### src/rtl/rbu_pkg.sv
package rbu_pkg;
  localparam logic [7:0] PREFIX_NONE = 8'h00;
  localparam logic [7:0] PREFIX_ALT  = 8'h90;
  localparam int FLAG_W = 7;
  localparam int F_C  = 0;
  localparam int F_Z  = 1;
  localparam int F_N  = 2;
  localparam int F_V  = 3;
  localparam int F_H  = 4;
  localparam int F_M0 = 5;
  localparam int F_M1 = 6;

  typedef struct packed {
    logic load;
    logic take;
    logic bad;
  } rbuStrobe_t;
endpackage

### src/rtl/rbu_ctrl.sv
module rbu_ctrl
  import rbu_pkg::*;
(
  input  logic              valid,
  input  logic [7:0]        opcode,
  input  logic [7:0]        prefix,
  input  logic [FLAG_W-1:0] flags,
  output rbuStrobe_t        strobe
);
  logic [2:0] sel;
  logic       inRange, hasAlt, noPre, legalSel, cond, bad;
  logic       signLess;

  assign sel      = opcode[3:1];
  assign inRange  = (opcode[7:4] == 4'h2);
  assign hasAlt   = (prefix == PREFIX_ALT);
  assign noPre    = (prefix == PREFIX_NONE);
  assign signLess = flags[F_N] ^ flags[F_V];

  always_comb begin
    cond     = 1'b0;
    legalSel = 1'b1;
    if (hasAlt) begin
      case (sel)
        3'd4:    cond = !flags[F_H];
        3'd6:    cond = !(flags[F_M0] | flags[F_M1]);
        3'd7:    cond = 1'b0;
        default: legalSel = 1'b0;
      endcase
    end else begin
      case (sel)
        3'd0:    cond = 1'b1;
        3'd1:    cond = !(flags[F_C] | flags[F_Z]);
        3'd2:    cond = !flags[F_C];
        3'd3:    cond = !flags[F_Z];
        3'd4:    cond = !flags[F_V];
        3'd5:    cond = !flags[F_N];
        3'd6:    cond = !(flags[F_Z] | signLess);
        default: cond = !signLess;
      endcase
    end
  end

  assign bad         = !inRange || !(noPre || hasAlt) || !legalSel;
  assign strobe.load = valid;
  assign strobe.bad  = bad;
  assign strobe.take = !bad && (cond ^ opcode[0]);
endmodule

### src/rtl/rbu_datapath.sv
module rbu_datapath
  import rbu_pkg::*;
#(
  parameter int PC_W   = 16,
  parameter int DISP_W = 8
) (
  input  logic              clk,
  input  logic              rstN,
  input  rbuStrobe_t        strobe,
  input  logic [PC_W-1:0]   pc,
  input  logic [DISP_W-1:0] disp,
  output logic              outValid,
  output logic              taken,
  output logic [PC_W-1:0]   nextPc,
  output logic              extraCycle,
  output logic              illegal
);
  localparam int EXT_W = PC_W - DISP_W;

  logic [PC_W-1:0] dispExt;
  logic [PC_W-1:0] target;

  assign dispExt = {{EXT_W{disp[DISP_W-1]}}, disp};
  assign target  = pc + dispExt;

  always_ff @(posedge clk) begin
    if (!rstN) begin
      outValid   <= 1'b0;
      taken      <= 1'b0;
      nextPc     <= '0;
      extraCycle <= 1'b0;
      illegal    <= 1'b0;
    end else begin
      outValid <= strobe.load;
      if (strobe.load) begin
        taken      <= strobe.take;
        extraCycle <= strobe.take;
        illegal    <= strobe.bad;
        nextPc     <= strobe.take ? target : pc;
      end
    end
  end

  // an illegal result is never also a taken branch
  p_no_take_when_bad_r8: assert property (@(posedge clk) disable iff (!rstN)
    outValid |-> $onehot0({taken, illegal}));

  // a request that is not taken leaves the PC where it was presented
  p_hold_pc_r10: assert property (@(posedge clk) disable iff (!rstN)
    strobe.load && !strobe.take |=> nextPc == $past(pc));
endmodule

### src/rtl/rel_branch_unit.sv
module rel_branch_unit
  import rbu_pkg::*;
#(
  parameter int PC_W = 16
) (
  input  logic              clk,
  input  logic              rstN,
  input  logic              valid,
  input  logic [7:0]        opcode,
  input  logic [7:0]        prefix,
  input  logic [6:0]        flags,
  input  logic [PC_W-1:0]   pc,
  input  logic [7:0]        disp,
  output logic              outValid,
  output logic              taken,
  output logic [PC_W-1:0]   nextPc,
  output logic              extraCycle,
  output logic              illegal
);
  rbuStrobe_t strobe;

  rbu_ctrl u_ctrl (
    .valid  (valid),
    .opcode (opcode),
    .prefix (prefix),
    .flags  (flags),
    .strobe (strobe)
  );

  rbu_datapath #(.PC_W(PC_W), .DISP_W(8)) u_dp (
    .clk        (clk),
    .rstN       (rstN),
    .strobe     (strobe),
    .pc         (pc),
    .disp       (disp),
    .outValid   (outValid),
    .taken      (taken),
    .nextPc     (nextPc),
    .extraCycle (extraCycle),
    .illegal    (illegal)
  );

  // one result per request, one cycle later
  p_latency_r2: assert property (@(posedge clk) disable iff (!rstN)
    valid |=> outValid);
  p_idle_r2: assert property (@(posedge clk) disable iff (!rstN)
    !valid |=> !outValid);

  // the unconditional opcode without prefix is always taken
  p_always_r3: assert property (@(posedge clk) disable iff (!rstN)
    valid && prefix == 8'h00 && opcode == 8'h20 |=> taken && extraCycle);

  // alternate prefix with selector 0 is refused
  p_alt_sel0_r8: assert property (@(posedge clk) disable iff (!rstN)
    valid && prefix == 8'h90 && opcode[7:1] == 7'h10 |=> illegal && !taken);
endmodule

### config.mk
export PLATFORM = sky130hd
export DESIGN_NAME = rel_branch_unit
export DESIGN_NICKNAME = d
export VERILOG_FILES = /design/src/rtl/rbu_pkg.sv /design/src/rtl/rbu_ctrl.sv /design/src/rtl/rbu_datapath.sv /design/src/rtl/rel_branch_unit.sv
export SDC_FILE = /design/constraint.sdc
export NUM_CORES = 1
export LEC_CHECK = 0
export BUFFER_PORTS_ARGS = -buffer_cell sky130_fd_sc_hd__buf_2
export CORE_ASPECT_RATIO = 0.75
export CORE_MARGIN = 2
export CORE_UTILIZATION = 43
export CTS_BUF_LIST = sky130_fd_sc_hd__clkbuf_4 sky130_fd_sc_hd__clkbuf_8
export DETAILED_ROUTE_END_ITERATION = 6
export PLACE_DENSITY = 0.85
export SLEW_MARGIN = 20
export SYNTH_ARGS = -nofsm -noshare
export SYNTH_HDL_FRONTEND = slang
export SYNTH_SLANG_ARGS = --single-unit
### constraint.sdc
create_clock -name clk -period 2.6 [get_ports clk]
set_clock_uncertainty 0.2 [all_clocks]
set_input_delay 0.26 -clock clk [delete_from_list [all_inputs] [get_ports clk]]
set_output_delay 0.26 -clock clk [all_outputs]
set_load 0.03 [all_outputs]
==> impl_metrics.toml <==
[status]
status = "finished clean"

[final_layout]
final_util_pct = 55.4
syn2layout_area_growth_pct = 25.7
fin_area_um2 = 2220
diodes = 0
drive_above_1_share_pct = 33.9
nNetsFinal = 353
final_cells = 341

[timing]
post-route-period-util_pct = 92.7
maxSlewHeadroom_pct = 68.4
drv_slew = 0
final-setup-viol-count = 0
tightestPinTransition_ns = 0.470
layout_min_cycle_time_ns = 2.41
rsz0062_at_grt = "false"
setup_tns_ns = 0
worst_hold_slack_ns = 0.0690
setup_slack_ns = 0.191
fmax_ghz = 0.415
finalHoldViolCount = 0

[floorplanning]
die_y_um = 59.5
die_w_um = 78.0
start_util_pct = 44.1
coreArea_um2 = 4000
top_level_ports = 70
num_rows = 20
die_area_um2 = 4640

[logic_synthesis]
synth.avg_cell_area_um2 = 8.29
yosys_warnings = 0
yosysTopAreaCell = "dfxtp_1"
synthCells = 213
synth_edf_count = 0
yosysTopAreaCellShare_pct = 21.5
ys_seq_area_share_pct = 21.5
synth_seq_cells = 19
synth_cell_types = 57
synth_ff_type = "dfxtp_1"
syn_area_um2 = 1770
synthTopCellsByArea = "dfxtp_1 (22%), ha_1 (11%), a21oi_1 (5.4%), o21ai_0 (4.3%), nor2_1 (4.0%)"
synth_nets = 279
async_reset_ff_share_pct = 0
ys_top_cells_by_count = "a21oi_1 (19), dfxtp_1 (19), nor2_1 (19), ha_1 (15), o21ai_0 (15)"

[setup_path]
regToRegEndpoint = "u_dp.nextPc[15]"
cp_max_fo = 3
regToRegStartpoint = "u_dp.nextPc[15]"
path_cells = "buf_2 -> ha_1 -> fa_1 -> a21o_1 -> a221oi_2 -> o211ai_1 -> o41ai_2 -> xnor2_1 -> nor3_1 -> a311oi_2"
cp-end-kind = "flip-flop"
worst-r2r-cell-count = 3
critical_path.startpoint_type = "primary input"
worst-r2r-setup-slack_ns = 1.61
critPathSlowestCell = "fa_1"
worstPathArrival_ns = 2.39
critPathLaunch = "pc[0]"
cp_num_buf_inv = 1
required_ns = 2.58
setup.worst_path.end = "u_dp.nextPc[12]"
path_depth = 10
cp_top_family = "compound AO/OA/AOI/OAI gates"
slowest_delay_ns = 0.39
critical_path_class = "in -> reg"

[power_and_ir_drop]
total_power_mw = 0.889
p_leak_nw = 1.08
vdd_drop_max_v = 0.000226
powerDensity_nw_per_um2 = 401

[drt]
drt-total-wl_um = 4750
viasPerCell = 5.48
antenna_left = 0
dr.pass1.iters = 6
vias = 1870
wl_per_cell_um = 13.9
drtIter0Drc = 92
drcViolationCount = 0

[clocking]
cts_tree = "yes"
cts_resized = 0
htree_levels = 1
clk_root_buffer_cell = "clkbuf_8"
clkTransAtPathRegs_ns = 0.08
post-cts-setup-buffer-count = 0
cts_sinks = 19
cts_made_buffers = 3
hold_buffers = 0
cts.path.max_buffers = 2
clk_latency_ns = 0.26

[placed_design]
placed_cells = 337
dp_slack_ns = -0.0634
placed_area_um2 = 2170
port_buffers = 69
gp_congestion = 0.925
hpwlAfterDp_um = 3770

[flow_run]
drv_cap = 0

[global_route]
grt_max_degree = 33
grt_antenna_before_repair = 0
grt_pass1_vias = 1634
gr-usage-all-layers_pct = 20.9
overflow = 0
grt_pass1_wl_um = 7650

[min_path]
min_path_type = "in -> reg"
==> worst min path at each step <==
stage,start,to,slack (ns),cells past startpoint
2_1_floorplan,pc[11],u_dp.nextPc[11],0.21,2
3_3_place_gp,u_dp.nextPc[3],u_dp.nextPc[3],0.28,2
3_5_place_dp,u_dp.nextPc[5],u_dp.nextPc[5],0.28,2
4_1_cts,pc[11],u_dp.nextPc[11],0.07,3
5_1_grt,pc[14],u_dp.nextPc[14],0.09,3
6_report,pc[11],u_dp.nextPc[11],0.07,3
==> tightest hold or removal path, delay by kind of cell <==
kind / cells / cell delay, ns
AO/OA/AOI/OAI: 1 / 0.07
buffers and inverters: 1 / 0.11
AND/OR/NAND/NOR: 1 / 0.05
==> cell type report <==
type	count	area (um^2)
Clock buffer	3	41.3
Fill cell	395	1780
Timing Repair Buffer	76	398
Clock inverter	1	5.00
Multi-Input combinational cell	180	1300
Inverter	7	26.3
Tap cell	55	68.8
Sequential cell	19	380
==> power by group <==
group / switching (mW) / internal [mW]
logic: 0.205 / 0.153
clock network: 0.106 / 0.107
registers: 0.00870 / 0.309
total: 0.320 / 0.569
==> layer usage <==
metal  share of wire (%)  vias up  global-route usage, %  wire, um
met2                  44       70                   36.2      2090
met3                 8.1        4                   4.57       382
li1                    -      945                      -         -
met5                   0        -                      0         0
met4                0.55        0                   3.01        26
met1                  47      851                   27.6      2240
==> sequential cells by signal (all words and copies together), names as in the netlist <==
signal         cells
u_dp.nextPc       16
u_dp.illegal       1
u_dp.outValid      1
u_dp.taken         1
==> cell families after synthesis <==
family                   share of synthesized area, %
buffers and inverters                            4.82
flip-flops                                       21.5
adder cells (fa/ha/maj)                          11.8
multiplexers                                     4.61
AND/OR/NAND/NOR                                  24.2
XOR/XNOR                                         5.46
AO/OA/AOI/OAI                                    27.6
==> cells in the final DEF (no fill, tap or decap), drive strengths merged, types with 6 or more instances in the layout <==
cell	n
buf	76
nor2	20
a21oi	19
dfxtp	19
o21ai	17
ha	15
nand2	11
nand3	9
xnor2	7
mux2i	7
a211oi	7
inv	6
a31oi	6
(Power assumes the default switching activity.)
